==> src/rtl/irqp_pkg.sv <==
package irqp_pkg;
    localparam int PRIO_W = 8;
    localparam int SRC_W  = 24;
    localparam int WORD_W = PRIO_W + SRC_W;
    localparam int OP_W   = 3;

    localparam logic [PRIO_W-1:0] PRIO_NONE = {PRIO_W{1'b1}};

    typedef enum logic [OP_W-1:0] {
        OP_ACCEPT   = 3'd0,
        OP_POLL     = 3'd1,
        OP_SET_CPPR = 3'd2,
        OP_SET_MFRR = 3'd3,
        OP_EOI      = 3'd4
    } irqp_op_e;

    typedef struct packed {
        logic [PRIO_W-1:0] cppr;
        logic [SRC_W-1:0]  xisr;
        logic [PRIO_W-1:0] pprio;
        logic              owned;
        logic [PRIO_W-1:0] mfrr;
        logic              irq;
        logic              rej_v;
        logic [SRC_W-1:0]  rej_src;
        logic              eoi_v;
        logic [SRC_W-1:0]  eoi_src;
        logic              resend;
    } irqp_state_t;

    localparam irqp_state_t IRQP_RESET = '{
        cppr: '0, xisr: '0, pprio: PRIO_NONE, owned: 1'b0,
        mfrr: PRIO_NONE, irq: 1'b0, rej_v: 1'b0, rej_src: '0,
        eoi_v: 1'b0, eoi_src: '0, resend: 1'b0
    };
endpackage

==> src/rtl/irqp_offer_judge.sv <==
module irqp_offer_judge
    import irqp_pkg::*;
(
    input  logic [PRIO_W-1:0] offer_prio,
    input  logic [PRIO_W-1:0] cppr,
    input  logic              busy,
    input  logic [PRIO_W-1:0] pprio,
    output logic              take
);
    always_comb begin
        take = 1'b1;
        if (offer_prio >= cppr) begin
            take = 1'b0;
        end else if (busy && (pprio <= offer_prio)) begin
            take = 1'b0;
        end
    end
endmodule

==> src/rtl/irqp_ipi_check.sv <==
module irqp_ipi_check
    import irqp_pkg::*;
(
    input  logic [PRIO_W-1:0] chk_mfrr,
    input  logic [PRIO_W-1:0] chk_cppr,
    input  logic              busy,
    input  logic [PRIO_W-1:0] pprio,
    output logic              fire
);
    logic gate_open;
    logic held_off;

    always_comb begin
        gate_open = chk_mfrr < chk_cppr;
        held_off  = busy && (pprio <= chk_mfrr);
        fire      = gate_open && !held_off;
    end
endmodule

==> src/rtl/irq_present_ctrl.sv <==
module irq_present_ctrl
    import irqp_pkg::*;
#(
    parameter int IPI_SRC = 2
) (
    input  logic              clk,
    input  logic              rst_n,
    input  logic              cmd_valid,
    input  logic [OP_W-1:0]   cmd_op,
    input  logic [WORD_W-1:0] cmd_data,
    input  logic              offer_valid,
    input  logic [SRC_W-1:0]  offer_src,
    input  logic [PRIO_W-1:0] offer_prio,
    output logic              offer_taken,
    output logic [WORD_W-1:0] xirr_rd,
    output logic [PRIO_W-1:0] mfrr_rd,
    output logic              irq_out,
    output logic              rej_valid,
    output logic [SRC_W-1:0]  rej_src,
    output logic              eoi_valid,
    output logic [SRC_W-1:0]  eoi_src,
    output logic              resend_req
);
    localparam logic [SRC_W-1:0] IPI_NUM = SRC_W'(IPI_SRC);

    irqp_state_t q, d;

    logic              busy_q;
    logic              judge_take;
    logic              ipi_fire;
    logic [PRIO_W-1:0] cmd_byte;
    logic [PRIO_W-1:0] eoi_cppr;
    logic [PRIO_W-1:0] chk_mfrr;
    logic [PRIO_W-1:0] chk_cppr;

    assign busy_q   = q.xisr != '0;
    assign cmd_byte = cmd_data[PRIO_W-1:0];
    assign eoi_cppr = cmd_data[WORD_W-1:SRC_W];

    // The inter-processor check compares the new priority against the
    // current threshold, or the current priority against a new threshold.
    always_comb begin
        if (cmd_op == OP_SET_MFRR) begin
            chk_mfrr = cmd_byte;
            chk_cppr = q.cppr;
        end else if (cmd_op == OP_SET_CPPR) begin
            chk_mfrr = q.mfrr;
            chk_cppr = cmd_byte;
        end else begin
            chk_mfrr = q.mfrr;
            chk_cppr = eoi_cppr;
        end
    end

    irqp_offer_judge u_judge (
        .offer_prio (offer_prio),
        .cppr       (q.cppr),
        .busy       (busy_q),
        .pprio      (q.pprio),
        .take       (judge_take)
    );

    irqp_ipi_check u_ipi (
        .chk_mfrr (chk_mfrr),
        .chk_cppr (chk_cppr),
        .busy     (busy_q),
        .pprio    (q.pprio),
        .fire     (ipi_fire)
    );

    function automatic irqp_state_t load_ipi(irqp_state_t cur, irqp_state_t nxt,
                                             logic [PRIO_W-1:0] prio);
        irqp_state_t r;
        r = nxt;
        if ((cur.xisr != '0) && cur.owned) begin
            r.rej_v   = 1'b1;
            r.rej_src = cur.xisr;
        end
        r.xisr  = IPI_NUM;
        r.pprio = prio;
        r.owned = 1'b0;
        r.irq   = 1'b1;
        return r;
    endfunction

    always_comb begin
        d           = q;
        d.rej_v     = 1'b0;
        d.eoi_v     = 1'b0;
        d.resend    = 1'b0;
        offer_taken = 1'b0;
        if (cmd_valid) begin
            case (cmd_op)
                OP_ACCEPT: begin
                    d.irq   = 1'b0;
                    d.cppr  = q.pprio;
                    d.xisr  = '0;
                    d.pprio = PRIO_NONE;
                    d.owned = 1'b0;
                end
                OP_SET_CPPR: begin
                    d.cppr = cmd_byte;
                    if (cmd_byte < q.cppr) begin
                        if (busy_q && (cmd_byte <= q.pprio)) begin
                            d.xisr  = '0;
                            d.pprio = PRIO_NONE;
                            d.irq   = 1'b0;
                            d.owned = 1'b0;
                            if (q.owned) begin
                                d.rej_v   = 1'b1;
                                d.rej_src = q.xisr;
                            end
                        end
                    end else if (!busy_q) begin
                        d.resend = 1'b1;
                        if (ipi_fire) begin
                            d = load_ipi(q, d, chk_mfrr);
                        end
                    end
                end
                OP_SET_MFRR: begin
                    d.mfrr = cmd_byte;
                    if (ipi_fire) begin
                        d = load_ipi(q, d, chk_mfrr);
                    end
                end
                OP_EOI: begin
                    d.cppr    = eoi_cppr;
                    d.eoi_v   = 1'b1;
                    d.eoi_src = cmd_data[SRC_W-1:0];
                    if (!busy_q) begin
                        d.resend = 1'b1;
                        if (ipi_fire) begin
                            d = load_ipi(q, d, chk_mfrr);
                        end
                    end
                end
                default: begin
                end
            endcase
        end else if (offer_valid) begin
            offer_taken = judge_take;
            if (judge_take) begin
                if (busy_q && q.owned) begin
                    d.rej_v   = 1'b1;
                    d.rej_src = q.xisr;
                end
                d.xisr  = offer_src;
                d.owned = 1'b1;
                d.pprio = offer_prio;
                d.irq   = 1'b1;
            end
        end
    end

    always_ff @(posedge clk) begin
        if (!rst_n) begin
            q <= IRQP_RESET;
        end else begin
            q <= d;
        end
    end

    assign xirr_rd    = {q.cppr, q.xisr};
    assign mfrr_rd    = q.mfrr;
    assign irq_out    = q.irq;
    assign rej_valid  = q.rej_v;
    assign rej_src    = q.rej_src;
    assign eoi_valid  = q.eoi_v;
    assign eoi_src    = q.eoi_src;
    assign resend_req = q.resend;

    assert_line_tracks_pending_R4: assert property (@(posedge clk) disable iff (!rst_n)
        irq_out == (xirr_rd[SRC_W-1:0] != '0));

    assert_idle_prio_none_R5: assert property (@(posedge clk) disable iff (!rst_n)
        (q.xisr == '0) |-> (q.pprio == PRIO_NONE));

    assert_offer_loaded_R4: assert property (@(posedge clk) disable iff (!rst_n)
        offer_taken |=> (xirr_rd[SRC_W-1:0] == $past(offer_src)) && irq_out);

    assert_offer_below_cppr_R2: assert property (@(posedge clk) disable iff (!rst_n)
        offer_taken |-> (offer_prio < xirr_rd[WORD_W-1:SRC_W]));

    assert_cmd_wins_R11: assert property (@(posedge clk) disable iff (!rst_n)
        cmd_valid |-> !offer_taken);

    assert_accept_clears_R5: assert property (@(posedge clk) disable iff (!rst_n)
        (cmd_valid && cmd_op == OP_ACCEPT) |=> (xirr_rd[SRC_W-1:0] == '0) && !irq_out);

    assert_ipi_not_rejected_R9: assert property (@(posedge clk) disable iff (!rst_n)
        rej_valid |-> (rej_src != IPI_NUM));
endmodule

==> config.mk <==
export PLATFORM = sky130hd
export DESIGN_NAME = irq_present_ctrl
export DESIGN_NICKNAME = d
export VERILOG_FILES = /design/src/rtl/irqp_pkg.sv /design/src/rtl/irqp_offer_judge.sv /design/src/rtl/irqp_ipi_check.sv /design/src/rtl/irq_present_ctrl.sv
export SDC_FILE = /design/constraint.sdc
export NUM_CORES = 1
export LEC_CHECK = 0
export BUFFER_PORTS_ARGS = -buffer_cell sky130_fd_sc_hd__buf_2
export CORE_UTILIZATION = 54
export CTS_CLUSTER_DIAMETER = 80
export DETAILED_ROUTE_END_ITERATION = 10
export MAX_ROUTING_LAYER = met4
export PLACE_DENSITY = 0.89
export SLEW_MARGIN = 20
export SYNTH_ARGS = -nofsm -noshare
export SYNTH_HDL_FRONTEND = slang
export SYNTH_SLANG_ARGS = --single-unit
==> constraint.sdc <==
create_clock -name clk -period 3.4 [get_ports clk]
set_input_delay 0.34 -clock clk [delete_from_list [all_inputs] [get_ports clk]]
set_output_delay 0.34 -clock clk [all_outputs]
set_load 0.01 [all_outputs]
# Word-level counts from Yosys, hierarchy flattened
# Index checks and enable logic that the tools add are counted.
[op_classes] n_eq_ne=12 muxes=30 div_mod_pow=0 n_shift=0 add_sub_neg=0 n_lt_le_gt_ge=6 multipliers=0 reduce_logical=17 bitwise_logic=3
[ops] op="two-way mux 93 bit" count=5
[ops] op="two-way mux 33 bit" count=5
[ops] op="one-hot mux 41 bit (4 select lines)" count=1
[ops] op="two-way mux 26 bit" count=6
[ops] op="one-hot mux 51 bit (3 select lines)" count=1
[ops] op="two-way mux 25 bit" count=2
[ops] op="two-way mux 8 bit" count=4
[ops] op="<= comparator 8 bit" count=3
[ops] op="one-hot mux 8 bit (3 select lines)" count=1
[ops] op="nonzero test 24 bit" count=1
[ops] op="< comparator 8 bit" count=2
[ops] op="!= test 4 x 3 -> 1 bit, second input constant" count=3
[ops] op="AND reduction 10 bit" count=1
[ops] op="!= test 3 bit, second input constant" count=3
[ops] op="AND reduction 9 bit" count=1
[ops] op=">= comparator 8 bit" count=1
[ops] op="AND reduction 4 bit" count=2
[ops] op="== test 3 x 2 -> 1 bit, second input constant" count=2
[ops] op="logical AND 1 bit" count=5
[ops] op="!= test 5 x 1 -> 1 bit, second input constant" count=1
[ops] op="two-way mux 1 bit" count=4
[ops] op="!= test 4 x 1 -> 1 bit, second input constant" count=1
[ops] op="!= test 4 bit, second input constant" count=1
[ops] op="one-hot mux 1 bit (4 select lines)" count=1
[ops] op="8 further kinds" count=11
[word_totals] register_bits=101 elab_cells=79 memories=0 out_inout_bits=93 mem_bits_ro=0 latch_bits=0 input_bits=71 mem_bits_rw=0

# Depth between registers and ports, before layout
[depth] depth_word=11 mapped_depth=14 ltp_nobuf=11

# By module
# A second synthesis with hierarchy kept.
[hier_totals] cells_unflattened=739 area_unflattened_um2=6075.8
[modules_own_cells] module="irq_present_ctrl" cells_per_inst=631 n_inst=1 area_per_inst_um2=5291.3 seq_area_each_um2=2021.9
[modules_own_cells] module="irqp_offer_judge" cells_per_inst=55 n_inst=1 area_per_inst_um2=400.4 seq_area_each_um2=0.0
[modules_own_cells] module="irqp_ipi_check" cells_per_inst=53 n_inst=1 area_per_inst_um2=384.1 seq_area_each_um2=0.0

# Worst setup path after synthesis
# No wires, ideal clock.
[synth_timing] path_kind="in2reg" from="in cmd_op[0]" to="reg q, in the netlist xirr_rd[13]" setup_slack_ns=0.401 arrival_ns=2.882 stages=14 path_cell_list="buf_2 > clkbuf_1 > mux2i_1 > nor2_1 > a21oi_1 > ha_1 > a21oi_1 > o21ai_0 > a211oi_2 > o31ai_2 > a2bb2oi_4 > o211ai_2 > buf_2 > a32o_1"
[synth_between] elab_chain_cells=8 word_cells_on_any_way=22
[synth_rtl] item="start: declaration" line="irq_present_ctrl.sv:9" rtl="input logic [OP_W-1:0] cmd_op,"
[synth_rtl] item="== test 3 x 2 -> 1 bit" line="irq_present_ctrl.sv:43, irq_present_ctrl.sv:93"
[synth_rtl] item="two-way mux 8 bit" line="irq_present_ctrl.sv:43" rtl="if (cmd_op == OP_SET_MFRR) begin"
[synth_rtl] item="<= comparator 8 bit" line="irqp_ipi_check.sv:15" rtl="held_off = busy && (pprio <= chk_mfrr);"
[synth_rtl] item="logical AND 1 bit" line="irqp_ipi_check.sv:15"
[synth_rtl] item="logical NOT 1 bit" line="irqp_ipi_check.sv:16" rtl="fire = gate_open && !held_off;"
[synth_rtl] item="logical AND 1 bit" line="irqp_ipi_check.sv:16"
[synth_rtl] item="!= test 4 x 3 -> 1 bit (no line) or != test 3 bit (tied branches)"
[synth_rtl] item="AND reduction 9 bit (no line)"
[synth_rtl] item="end signal: assignment" line="irq_present_ctrl.sv:158" rtl="q <= IRQP_RESET;"
[synth_rtl] item="end signal: assignment" line="irq_present_ctrl.sv:160" rtl="q <= d;"
[synth_rtl] item="end: declaration" line="irq_present_ctrl.sv:26" rtl="irqp_state_t q, d;"
# Several ways; a longest one is shown, not always the timed one.
# A chain may end at the register's enable or synchronous reset.

# Worst setup path in the final report
[layout_timing] from="in cmd_op[2]" to="reg q, in the netlist rej_src[8]"
[layout_between] elab_chain_cells=8 word_cells_on_any_way=22
[layout_rtl] item="== test 3 x 2 -> 1 bit" line="irq_present_ctrl.sv:43, irq_present_ctrl.sv:93"
[layout_rtl] item="two-way mux 8 bit" line="irq_present_ctrl.sv:43"
[layout_rtl] item="<= comparator 8 bit" line="irqp_ipi_check.sv:15"
[layout_rtl] item="logical AND 1 bit" line="irqp_ipi_check.sv:15"
[layout_rtl] item="logical NOT 1 bit" line="irqp_ipi_check.sv:16"
[layout_rtl] item="logical AND 1 bit" line="irqp_ipi_check.sv:16"
[layout_rtl] item="!= test 4 x 3 -> 1 bit (no line) or != test 3 bit (tied branches)"
[layout_rtl] item="AND reduction 10 bit (no line)"
# Several ways; a longest one is shown, not always the timed one.

==> impl_metrics.ini <==
[status]
status = completed

[setup_path]
worstPathRequired_ps = 3680
crit_chain = buf_2 > nand3b_1 > mux2i_1 > ha_1 > nand4_1 > nor2_1 > a311oi_1 > a41oi_2 > a2bb2oi_4 > o2111ai_4 > buf_4 > mux2i_1
cpMostUsedCell = mux2i_1
cpLargestDelayFamily = compound AO/OA/AOI/OAI gates
crit_type = primary input to flop
reg2regPathDepth = 10
cp.depth = 12
slowest_stage = mux2i_1
cp.arrival_ps = 3340
critPathLaunchType = primary input
crit_buf_inv = 2
endpoint_kind = flop
crit_fanout = 24
slowest_delay_ps = 500

[synth]
postSynthAreaPerCell_um2 = 8.40
synth-edff-count = 0
syn-num-nets = 873
syn_inst = 758
yosysWarnings = 0
synth_ff_type = dfxtp_1
yosysUniqueCellTypes = 56
ys_async_sr_fraction_pct = 0
synth-seq-cells = 101
synth-seq-area-share_pct = 31.7
syn_area_mm2 = 0.00637

[clock_network]
root_buffer = clkbuf_16
cts_resized = 0
clk_pin_slew_worst_paths_ps = 70
cts_tree = done
cts_buffers = 9
max-clock-path-buffers = 2
cts_htree_levels = 3
cts_hold_buf = 0
cts_setup_buffers = 0
worst_skew_pair.late_latency_ps = 350
clock_sinks = 101

[timing]
period_needed_ps = 3060
tightest_slew_ps = 913
fmax_mhz = 327
fin_ws_ps = 345
drv_slew = 0
max_slew_margin_pct = 39.1
skew_ps = 10.0
final-hold-violation-count = 0
setup_viol_count_final = 0
grt_setup_unrepaired = false
fin_crit_sh_pct = 89.9
finalSetupTns_ps = 0

[finish]
drive_above_1_share_pct = 26.3
fin_util_pct = 60.6
antenna_cells = 0
regArea_mm2 = 0.00202
final_cell_mix = 162 x buf_2, 128 x nand2_1, 101 x dfxtp_1
fill_cells = 1004
layout.cells.non_filler = 963
final_common_cell = buf_2
nets = 930
area_delta_synth_final_pct = 9.04
multi_input_area_mm2 = 0.00336

[placement]
port_buffers = 163
post-place-ws_ps = 61.2
place_inst = 947
place_hpwl_mm = 12.1
gp_congestion = 0.987

[global_routing]
gr-total-overflow = 0
grt_first_pass_wirelength_mm = 26.0
grt_antenna_before_repair = 0
grt_pass1_vias = 5242
grt.total_usage_pct = 27.2
grt_max_degree = 86

[die]
rows = 39
fp.dieH_um = 111
start_util_pct = 55.5
core_region_area_mm2 = 0.0115
io_pins = 164
die_w_um = 111
die-area_mm2 = 0.0122

[drt]
initialDrtViolationCount = 596
routedWlPerCell_um = 16.8
vias = 5631
wl_mm = 16.2
via_per_inst = 5.85
drc = 0
first_pass_iters = 5
final_antenna_net_count = 0

[pwr]
vdd_drop_max_v = 0.000432
p_per_area_mw_per_mm2 = 425
power_leakage_uw = 0.00330
finalPower_uw = 2950

[job]
max_cap_violations = 0

[min_path]
whs_path_depth = 2
min_path_type = primary input to flop
[final timing paths]
path / start / endpoint / slack, ps
hold / removal: offer_src[2] / xirr_rd[2]$_SDFFE_PN0P_ / 190
hold reg to reg: rej_src[10]$_SDFFE_PN0P_ / rej_src[10]$_SDFFE_PN0P_ / 460
setup / recovery: cmd_op[2] / rej_src[8]$_SDFFE_PN0P_ / 340
setup reg to reg: xirr_rd[29]$_SDFFE_PN0P_ / q[66]$_SDFFE_PN1P_ / 540
[routing by layer]
metal	up-vias	track usage, %	wire length, um
li1	2701	-	-
met1	2613	35.1	7260
met3	37	4.61	1220
met5	-	-	0
met4	0	10.2	380
met2	280	42.5	7310
[power breakdown]
| part | total [uW] | leakage (uW) | internal [uW] | switching [uW] |
|---|---|---|---|---|
| Combinational | 630 | 0.00233 | 258 | 372 |
| Sequential | 1260 | 0.000819 | 1220 | 38.3 |
| Clock | 1060 | 0.000151 | 600 | 464 |
[cells in the mapped netlist (16+ instances only)]
library cell	count	share of area, %
a32oi_1	16	2.2
nand3_1	16	1.3
mux2i_1	38	6.0
buf_4	89	10
nor2_1	25	1.5
dfxtp_1	101	32
nor2b_1	21	2.1
a32o_1	24	3.8
nand2_1	128	7.5
a21boi_0	24	2.8
inv_1	32	1.9
clkbuf_1	30	1.8
a21oi_1	29	2.3
ha_1	44	8.6
[logic make-up after synthesis]
group | synth area share, %
muxes | 6.33
DFF | 31.7
xor gates and xnor gates | 0.138
adders and majority gates | 8.64
buffers and inverters | 15.4
AOI/OAI and AO/OA | 20.0
and+or+nand+nor | 17.7
[state kept, by name, indices dropped and copies added (netlist names)]
name        flops
q               9
eoi_src        24
rej_src        24
irq_out         1
rej_valid       1
xirr_rd        32
eoi_valid       1
mfrr_rd         8
resend_req      1
[final cells by class]
| type | instances | share of cell area (%) |
|---|---|---|
| Tap cell | 143 | 2.58 |
| Inverter | 32 | 1.73 |
| Multi-Input combinational cell | 492 | 48.5 |
| Sequential cell | 101 | 29.1 |
| Timing Repair Buffer | 179 | 13.7 |
| Clock inverter | 5 | 0.937 |
| Clock buffer | 11 | 3.50 |
[metrics by stage]
step,hold slack [ps],area (um^2)
finish,191,6940
global route,186,6940
CTS,180,6940
detailed placement,449,6640
global placement,441,6640
floorplan,438,6370
Note: power is estimated with default switching activity, not from simulation.
